==> config.mk <==
export PLATFORM = sky130hd
export DESIGN_NAME = dma_copy_engine
export DESIGN_NICKNAME = d
export VERILOG_FILES = /design/src/rtl/dma_pkg.sv /design/src/rtl/dma_datapath.sv /design/src/rtl/dma_control.sv /design/src/rtl/dma_copy_engine.sv
export SDC_FILE = /design/constraint.sdc
export NUM_CORES = 1
export LEC_CHECK = 0
export ABC_AREA = 1
export BUFFER_PORTS_ARGS = -buffer_cell sky130_fd_sc_hd__buf_4
export CAP_MARGIN = 20
export CORE_ASPECT_RATIO = 0.5
export CORE_MARGIN = 8
export CORE_UTILIZATION = 45
export CTS_BUF_LIST = sky130_fd_sc_hd__clkbuf_8
export CTS_CLUSTER_SIZE = 40
export DETAILED_ROUTE_END_ITERATION = 10
export PLACE_DENSITY = 0.68
export SLEW_MARGIN = 10
export SYNTH_ARGS = -nofsm -noshare
export SYNTH_HDL_FRONTEND = slang
export SYNTH_HIERARCHICAL = 1
export SYNTH_SLANG_ARGS = --single-unit
==> constraint.sdc <==
create_clock -name clk -period 2.7 [get_ports clk]
set_input_delay 0.54 -clock clk [delete_from_list [all_inputs] [get_ports clk]]
set_output_delay 0.54 -clock clk [all_outputs]
set_load 0.05 [all_outputs]
==> src/rtl/dma_pkg.sv <==
package dma_pkg;
  localparam int REG_AW = 12;

  localparam logic [REG_AW-1:0] OFF_RD    = 12'h000;
  localparam logic [REG_AW-1:0] OFF_WR    = 12'h004;
  localparam logic [REG_AW-1:0] OFF_CNT   = 12'h008;
  localparam logic [REG_AW-1:0] OFF_CTRL  = 12'h00C;
  localparam logic [REG_AW-1:0] OFF_ABORT = 12'h444;

  localparam logic [5:0] TREQ_PERM = 6'h3F;

  typedef enum logic [1:0] {
    S_IDLE,
    S_RD_REQ,
    S_RD_WAIT,
    S_WR_REQ
  } chanState_e;

  typedef struct packed {
    logic [1:0] size;
    logic       rdInc;
    logic       wrInc;
    logic [3:0] ringSize;
    logic       ringSel;
  } xferCfg_t;

  typedef struct packed {
    logic capture;
    logic advance;
  } dpStrobe_t;
endpackage

==> src/rtl/dma_datapath.sv <==
module dma_datapath
  import dma_pkg::*;
#(
  parameter int ADDR_W = 32,
  parameter int CNT_W  = 32
) (
  input  logic              clk,
  input  logic              rstN,
  input  logic [REG_AW-1:0] regAddr,
  input  logic              regWrEn,
  input  logic [31:0]       regWrData,
  input  xferCfg_t          cfg,
  input  dpStrobe_t         strobe,
  input  logic [31:0]       memRspRdata,
  output logic [ADDR_W-1:0] rdAddr,
  output logic [ADDR_W-1:0] wrAddr,
  output logic [CNT_W-1:0]  count,
  output logic              cntZero,
  output logic [31:0]       wrData,
  output logic [3:0]        wrBe
);
  logic rdAddrWr, wrAddrWr, cntWr;
  logic [2:0] stepBytes;
  logic [3:0] laneMask;
  logic [31:0] itemMask, rdShifted, holdData;
  logic [ADDR_W-1:0] rdNext, wrNext;

  assign rdAddrWr = regWrEn && (regAddr == OFF_RD);
  assign wrAddrWr = regWrEn && (regAddr == OFF_WR);
  assign cntWr    = regWrEn && (regAddr == OFF_CNT);

  always_comb begin
    case (cfg.size)
      2'd0: begin stepBytes = 3'd1; laneMask = 4'b0001; itemMask = 32'h0000_00FF; end
      2'd1: begin stepBytes = 3'd2; laneMask = 4'b0011; itemMask = 32'h0000_FFFF; end
      default: begin stepBytes = 3'd4; laneMask = 4'b1111; itemMask = 32'hFFFF_FFFF; end
    endcase
  end

  function automatic logic [ADDR_W-1:0] advanceAddr(
    input logic [ADDR_W-1:0] a,
    input logic [2:0]        step,
    input logic              wrapOn,
    input logic [3:0]        rs
  );
    logic [ADDR_W-1:0] sum, mask;
    sum  = a + ADDR_W'(step);
    mask = (ADDR_W'(1) << rs) - ADDR_W'(1);
    if (wrapOn && (rs != 4'd0)) return (a & ~mask) | (sum & mask);
    return sum;
  endfunction

  assign rdNext = cfg.rdInc ? advanceAddr(rdAddr, stepBytes, !cfg.ringSel, cfg.ringSize) : rdAddr;
  assign wrNext = cfg.wrInc ? advanceAddr(wrAddr, stepBytes,  cfg.ringSel, cfg.ringSize) : wrAddr;

  assign rdShifted = memRspRdata >> {rdAddr[1:0], 3'b000};
  assign wrData    = holdData << {wrAddr[1:0], 3'b000};
  assign wrBe      = laneMask << wrAddr[1:0];
  assign cntZero   = (count == '0);

  always_ff @(posedge clk or negedge rstN) begin
    if (!rstN) begin
      rdAddr   <= '0;
      wrAddr   <= '0;
      count    <= '0;
      holdData <= '0;
    end else begin
      if (rdAddrWr)           rdAddr <= regWrData[ADDR_W-1:0];
      else if (strobe.advance) rdAddr <= rdNext;
      if (wrAddrWr)           wrAddr <= regWrData[ADDR_W-1:0];
      else if (strobe.advance) wrAddr <= wrNext;
      if (cntWr)              count  <= regWrData[CNT_W-1:0];
      else if (strobe.advance) count  <= count - CNT_W'(1);
      if (strobe.capture)     holdData <= rdShifted & itemMask;
    end
  end


  count_step_chk: assert property (@(posedge clk) disable iff (!rstN)
    (strobe.advance && !cntWr) |=> (count == $past(count) - CNT_W'(1)));


  ring_hold_chk: assert property (@(posedge clk) disable iff (!rstN)
    (strobe.advance && cfg.rdInc && !cfg.ringSel && (cfg.ringSize != 4'd0) && !rdAddrWr)
    |=> ((rdAddr >> $past(cfg.ringSize)) == ($past(rdAddr) >> $past(cfg.ringSize))));


  fixed_addr_chk: assert property (@(posedge clk) disable iff (!rstN)
    (strobe.advance && !cfg.wrInc && !wrAddrWr) |=> $stable(wrAddr));
endmodule

==> src/rtl/dma_control.sv <==
module dma_control
  import dma_pkg::*;
#(
  parameter int CHAN_ID = 0,
  parameter int CHAN_W  = 4
) (
  input  logic              clk,
  input  logic              rstN,
  input  logic              ctrlWr,
  input  logic [21:0]       ctrlWrData,
  input  logic              abortHit,
  input  logic              dreqIn,
  input  logic              memReqReady,
  input  logic              memRspValid,
  input  logic              cntZero,
  output xferCfg_t          cfg,
  output dpStrobe_t         strobe,
  output logic              memReqValid,
  output logic              memReqWrite,
  output logic [31:0]       ctrlRd,
  output logic              irqOut,
  output logic              chainTrig,
  output logic [CHAN_W-1:0] chainIdx
);
  chanState_e state, stateNext;
  logic enBit, hiPri, quiet, busy, paceOk, finishNow;
  logic [CHAN_W-1:0] chainTo;
  logic [5:0] treqSel;

  assign busy      = enBit;
  assign paceOk    = (treqSel == TREQ_PERM) || dreqIn;
  assign finishNow = (state == S_IDLE) && enBit && cntZero && !abortHit;
  assign chainIdx  = chainTo;

  assign memReqValid = (state == S_RD_REQ) || (state == S_WR_REQ);
  assign memReqWrite = (state == S_WR_REQ);
  assign strobe.capture = (state == S_RD_WAIT) && memRspValid && !abortHit;
  assign strobe.advance = (state == S_WR_REQ) && memReqReady;

  assign ctrlRd = {7'd0, busy, 2'd0, quiet, treqSel, chainTo, cfg.ringSel, cfg.ringSize,
                   cfg.wrInc, cfg.rdInc, cfg.size, hiPri, enBit};

  always_comb begin
    stateNext = state;
    case (state)
      S_IDLE:    if (enBit && !cntZero && paceOk) stateNext = S_RD_REQ;
      S_RD_REQ:  if (memReqReady) stateNext = S_RD_WAIT;
      S_RD_WAIT: if (memRspValid) stateNext = S_WR_REQ;
      S_WR_REQ:  if (memReqReady) stateNext = S_IDLE;
      default:   stateNext = S_IDLE;
    endcase
    if (abortHit) stateNext = S_IDLE;
  end

  always_ff @(posedge clk or negedge rstN) begin
    if (!rstN) begin
      state     <= S_IDLE;
      enBit     <= 1'b0;
      hiPri     <= 1'b0;
      quiet     <= 1'b0;
      chainTo   <= '0;
      treqSel   <= '0;
      cfg       <= '0;
      irqOut    <= 1'b0;
      chainTrig <= 1'b0;
    end else begin
      state     <= stateNext;
      irqOut    <= finishNow && !quiet;
      chainTrig <= finishNow && (chainTo != CHAN_W'(CHAN_ID));
      if (ctrlWr) begin
        hiPri        <= ctrlWrData[1];
        cfg.size     <= ctrlWrData[3:2];
        cfg.rdInc    <= ctrlWrData[4];
        cfg.wrInc    <= ctrlWrData[5];
        cfg.ringSize <= ctrlWrData[9:6];
        cfg.ringSel  <= ctrlWrData[10];
        chainTo      <= ctrlWrData[14:11];
        treqSel      <= ctrlWrData[20:15];
        quiet        <= ctrlWrData[21];
      end
      if (abortHit)       enBit <= 1'b0;
      else if (ctrlWr)    enBit <= ctrlWrData[0];
      else if (finishNow) enBit <= 1'b0;
    end
  end


  req_hold_chk: assert property (@(posedge clk) disable iff (!rstN)
    (memReqValid && !memReqReady && !abortHit) |=> (memReqValid && $stable(memReqWrite)));


  irq_end_chk: assert property (@(posedge clk) disable iff (!rstN)
    irqOut |-> (!busy && $past(busy)));


  chain_self_chk: assert property (@(posedge clk) disable iff (!rstN)
    chainTrig |-> ($past(chainTo) != CHAN_W'(CHAN_ID)));


  abort_stop_chk: assert property (@(posedge clk) disable iff (!rstN)
    abortHit |=> (!busy && !memReqValid));


  pace_chk: assert property (@(posedge clk) disable iff (!rstN)
    (memReqValid && !memReqWrite && ($past(state) == S_IDLE)) |-> $past(paceOk));
endmodule

==> src/rtl/dma_copy_engine.sv <==
module dma_copy_engine
  import dma_pkg::*;
#(
  parameter int ADDR_W  = 32,
  parameter int CNT_W   = 32,
  parameter int CHAN_ID = 0,
  parameter int CHAN_W  = 4
) (
  input  logic              clk,
  input  logic              rstN,
  input  logic [REG_AW-1:0] regAddr,
  input  logic              regWrEn,
  input  logic [31:0]       regWrData,
  output logic [31:0]       regRdData,
  input  logic              dreqIn,
  output logic              memReqValid,
  input  logic              memReqReady,
  output logic              memReqWrite,
  output logic [ADDR_W-1:0] memReqAddr,
  output logic [31:0]       memReqWdata,
  output logic [3:0]        memReqBe,
  input  logic              memRspValid,
  input  logic [31:0]       memRspRdata,
  output logic              irqOut,
  output logic              chainTrig,
  output logic [CHAN_W-1:0] chainIdx
);
  xferCfg_t  cfg;
  dpStrobe_t strobe;
  logic [ADDR_W-1:0] rdAddr, wrAddr;
  logic [CNT_W-1:0]  count;
  logic [31:0] ctrlRd, wrData;
  logic [3:0]  wrBe;
  logic cntZero, ctrlWr, abortHit;

  assign ctrlWr   = regWrEn && (regAddr == OFF_CTRL);
  assign abortHit = regWrEn && (regAddr == OFF_ABORT) && regWrData[CHAN_ID];

  dma_control #(.CHAN_ID(CHAN_ID), .CHAN_W(CHAN_W)) uCtrl (
    .clk(clk), .rstN(rstN), .ctrlWr(ctrlWr), .ctrlWrData(regWrData[21:0]),
    .abortHit(abortHit), .dreqIn(dreqIn), .memReqReady(memReqReady),
    .memRspValid(memRspValid), .cntZero(cntZero), .cfg(cfg), .strobe(strobe),
    .memReqValid(memReqValid), .memReqWrite(memReqWrite), .ctrlRd(ctrlRd),
    .irqOut(irqOut), .chainTrig(chainTrig), .chainIdx(chainIdx)
  );

  dma_datapath #(.ADDR_W(ADDR_W), .CNT_W(CNT_W)) uData (
    .clk(clk), .rstN(rstN), .regAddr(regAddr), .regWrEn(regWrEn),
    .regWrData(regWrData), .cfg(cfg), .strobe(strobe), .memRspRdata(memRspRdata),
    .rdAddr(rdAddr), .wrAddr(wrAddr), .count(count), .cntZero(cntZero),
    .wrData(wrData), .wrBe(wrBe)
  );

  assign memReqAddr  = memReqWrite ? wrAddr : rdAddr;
  assign memReqWdata = wrData;
  assign memReqBe    = memReqWrite ? wrBe : 4'b1111;

  always_comb begin
    case (regAddr)
      OFF_RD:   regRdData = 32'(rdAddr);
      OFF_WR:   regRdData = 32'(wrAddr);
      OFF_CNT:  regRdData = 32'(count);
      OFF_CTRL: regRdData = ctrlRd;
      default:  regRdData = '0;
    endcase
  end
endmodule

**Word-level counts from Yosys, hierarchy flattened**

Cells that the tools add are included.

- Input bits: 82
- Logic and storage cells: 114
- Output and inout bits: 108
- Bits in registers: 154

- Muxes and demuxes: 29
- Equal/unequal tests: 13
- Bitwise gates (word level): 8
- Reductions and logical operators: 39
- Shift-type cells: 4
- Add/subtract/negate cells: 4

Operator list:

| kind | count |
|---|---|
| $mux 32 | 13 |
| $and 32x32->32 | 5 |
| $pmux 32 s4 | 1 |
| $add 32x3->32 | 2 |
| $or 32x32->32 | 2 |
| $pmux 32 s2 | 1 |
| $logic_not 32->1 | 1 |
| $not 32->32 | 1 |
| $shl 1x4->32 const A | 1 |
| $shl 32x5->32 | 1 |
| $shr 32x5->32 | 1 |
| $sub 32x1->32 const B | 1 |
| $sub 32x2->32 const B | 1 |
| $eq 12x4->1 const B | 2 |
| $logic_and 1x1->1 | 18 |
| $eq 12x11->1 const B | 1 |
| $eq 12x3->1 const B | 1 |
| $logic_not 12->1 | 1 |
| $ne 3x2->1 const B | 4 |
| $mux 2 | 5 |
| $reduce_bool 2->1 | 5 |
| $pmux 2 s4 | 1 |
| $pmux 4 s2 | 1 |
| $reduce_bool 4->1 | 2 |
| 13 further kinds | 25 |

**Depth between registers and ports, before layout**

- Word-level depth: 10
- Gate-level depth with buffers: 15
- Depth with buffers taken out: 15

**Modules after synthesis**

Netlist, hierarchy kept.

Modules (own cells, without submodules):

| module | area each (um^2) | cells an instance | instances |
|---|---|---|---|
| dma_datapath | 10304.9 | 1636 | 1 |
| dma_copy_engine | 1980.6 | 382 | 1 |
| dma_control | 1370.1 | 169 | 1 |

**Least setup slack after synthesis**

No wires, ideal clock.

- Kind: reg2out
- From: register (tool-made name)
- To: output port memReqWdata[16]
- Setup slack: 34 ps
- Cell stages (with the launch flop): 6
- Arrival: 2126 ps
- Cell sequence: dfrtp_1 > clkbuf_1 > inv_1 > clkbuf_1 > nand2_1 > o21ai_0

RTL lines:

| element | RTL line | source |
|---|---|---|
| end, declared | dma_copy_engine.sv:20 | `output logic [31:0] memReqWdata,` |

**Final worst setup path**

- From: input port regAddr[5]
- To: output port regRdData[23]

- Longest elaborated chain between the ends: 2
- Elaborated cells between the ends (all ways): 5
- Classes of those cells: 3 x eq/ne; 1 x mux; 1 x reduce/logical

Ends and longest elaborated chain:

| element | RTL line | source |
|---|---|---|
| start, declared | dma_copy_engine.sv:11 | `input logic [REG_AW-1:0] regAddr,` |
| $eq 12x4->1 (tied with other cells) | dma_copy_engine.sv:59 | `case (regAddr)` |
| $pmux 32 s4 (*) | dma_copy_engine.sv:59 |  |
| end, declared | dma_copy_engine.sv:14 | `output logic [31:0] regRdData,` |

Mark *: on every way between the ends. The rest lies on a longest branch, timed or not.

==> reports/qor.txt <==
Filler Cells Inserted -> 3104
VDD IR-drop max -> 0.000609 V
sequential power share -> 35.6%
Detailed Routing Iterations Pass 1 -> 7
max-slew violations -> 0
GPL Wtd Cong -> 1.05
initial antenna violation count -> 0
WHS Path Cells -> 3
Worst setup EP type -> output port
Root Buffer -> clkbuf_8
GRT Resource Usage Total -> 29.5%
Pint -> 4.55 mW
die area -> 36500 sq um
commonest non-fill, non-tap cells in the layout -> nand2_1, inv_1, buf_4
Compound-Gate Fraction of Synth Area -> 11.5%
CTS tree -> yes
per-cell routed wire length -> 19.9 um
area leader, netlist -> dfrtp_1
worst path required time -> 2160 ps
Layout Nets -> 2484
vias in the first global route -> 14269
LEAKAGE -> 8.29 nW
CTS Buf Count -> 17
final core utilization -> 53.9%
worst reg2reg path depth -> 16
ys flop type -> dfrtp_1
worst r2r src -> uCtrl/cfg[8]
Die Ht -> 139 um
Yosys top cell area share -> 28.2%
Initial Util -> 45.4%
GRT Residual Overflow -> 0
Worst-Skew Late Latency -> 500 ps
# IOs -> 190
Synth area leaders -> dfrtp_1, nand2_1, nand3_1
Post-synth EDFFs -> 0
combinational share of power -> 41.7%
die width -> 262 um
final instance area -> 16200 sq um
Hold Path Origin -> regWrData[8]
vias -> 15463
Detailed Route Iter0 Violations -> 1939
multiplexer share of the synthesized area -> 2.64%
commonest non-fill, non-tap cell in the layout -> nand2_1
Slew HR -> 51.7%
post-synthesis xor/xnor area fraction -> 2.12%
Routed Antenna Nets -> 0
Layout Skew -> 19.0 ps
Seq. cell area -> 3850 sq um
Clock Tree Buf Depth -> 2
Multi-input gate area -> 8010 sq um
power density over cell area -> 503 nW/um^2
R2R Setup Slk -> 200 ps
DRC -> 0
H-tree depth -> 4
sequential share of the synthesized area -> 28.2%
dpl hpwl -> 44.2 mm
share of layout cells above drive strength 1 -> 17.9%
switching power total -> 3.60 mW
Synth Area in Simple Gates -> 40.3%
CTS sink cnt -> 154
outcome -> completed
power consumption -> 8.15 mW
Critical Path AT -> 2060 ps
max_cap viols -> 0
Post-Synthesis Cells -> 2187
fmax -> 0.384 GHz
worst-path fanout max -> 41
Post-synth ARST share -> 100%
Worst-path clk slew -> 90 ps
Synth cell types -> 55
Hold EP -> uCtrl/cfg[3]
# setup viols final -> 0
hold crit path type -> in -> reg
crit path time final -> 2600 ps
sw frac -> 44.2%
Ant. Diodes -> 0
Post-Syn Area -> 13700 sq um
Area Growth Syn to Fin -> 18.6%
main combinational cell family by area after synthesis -> simple AND/OR/NAND/NOR gates
Tcrit/Tclk final -> 96.5%
core box area -> 30100 sq um
clock group share of total power -> 22.7%
first-pass GRT wire length -> 84.7 mm
final hold vios -> 0
largest net degree at the start of global routing -> 60
Yosys reg bits -> 154
critical setup path kind -> in -> out
IO buf count -> 189
adder-cell share of the synthesized area -> 1.58%
placed instance area -> 15700 sq um
site row count -> 45
Critical Path Start Type -> input pin
drt via density -> 5.53
Avg Cell Area, Syn -> 6.24 sq um
synth warn -> 6
final WL -> 55.8 mm
Worst-Margin Slew -> 717 ps
-- layer usage --
metal	track usage (%)	share of wire [%]
met3	8.83	12
met5	0	0
met2	44.4	43
met1	40.1	43
met4	9.41	2.8
-- cells in the mapped netlist, drive strengths merged, types with 3 or more instances --
cell type  instances
clkbuf            28
a21oi             70
nand3            270
dfrtp            154
xnor2              5
nor4               3
o21ai            139
o221ai            11
or2                3
xor2              28
clkinv             4
nor3              28
nand3b            11
buf               83
nand2            668
nand4             37
nor2             227
o22ai             22
ha                14
mux2              32
inv              307
o211ai            21
o21bai             7
-- critical path, cell delays in order --
cell     delay (ps)
buf_4           110
nor2_1          160
nand2_1         110
nor2_4          200
buf_12          240
buf_12          190
nand3_1          80
nand2_1          90
inv_1            50
nand2_1          60
buf_4           190
-- kinds of logic (layout without fill, tap and decap cells) --
group,count (synthesis),in the layout
buffers and inverters,422,625
other,1,9
AND/OR/NAND/NOR,1251,1251
adder cells (fa/ha/maj),16,16
AO/OA/AOI/OAI,278,278
XOR/XNOR,33,33
multiplexers,32,32
flip-flops,154,154
-- what timing repair did --
action,in CTS,in global routing
endpoints found under the setup margin,24,32
resized for setup,4,8
hold buffers,1,0
buffers inserted,0,2
endpoints found under the hold margin,29,0
pin swaps,0,2
-- power groups by stage --
stage,registers [mW],clock network [mW],logic [mW]
floorplan,2.83,0,2.27
global placement,2.93,0,3.31
detailed placement,2.93,0,3.32
CTS,2.89,1.87,3.34
global route,2.93,1.97,3.66
finish,2.90,1.85,3.40
-- cell type report --
cell class	instances	area share, %
clock buffer	19	1.61
multi-input combinational	1619	49.4
sequential	154	23.8
timing repair buffer	283	14.0
inverter	311	7.27
clock inverter	12	0.780
tap	399	3.08
-- stage by stage --
stage,instances,worst slack [ps],TNS (ps),hold WS (ps)
2_1_floorplan,2195,34.4,0,244
3_3_place_gp,2763,168,0,463
3_5_place_dp,2763,129,0,467
4_1_cts,2795,57.9,0,220
5_1_grt,2797,-5.11,-5.11,234
6_report,2797,95.1,0,255
-- how the worst max path moves through the flow --
stage / end / slack, ps / startpoint
CTS: memReqAddr[22] / 60 / uCtrl/state[0]
finish: regRdData[23] / 100 / regAddr[5]
floorplan: memReqWdata[16] / 30 / register
global route: memReqWdata[24] / -5 / register
detailed placement: register / 130 / uCtrl/cfg[8]
global placement: regRdData[26] / 170 / regAddr[5]
Note: power is estimated with default switching activity, not from simulation.
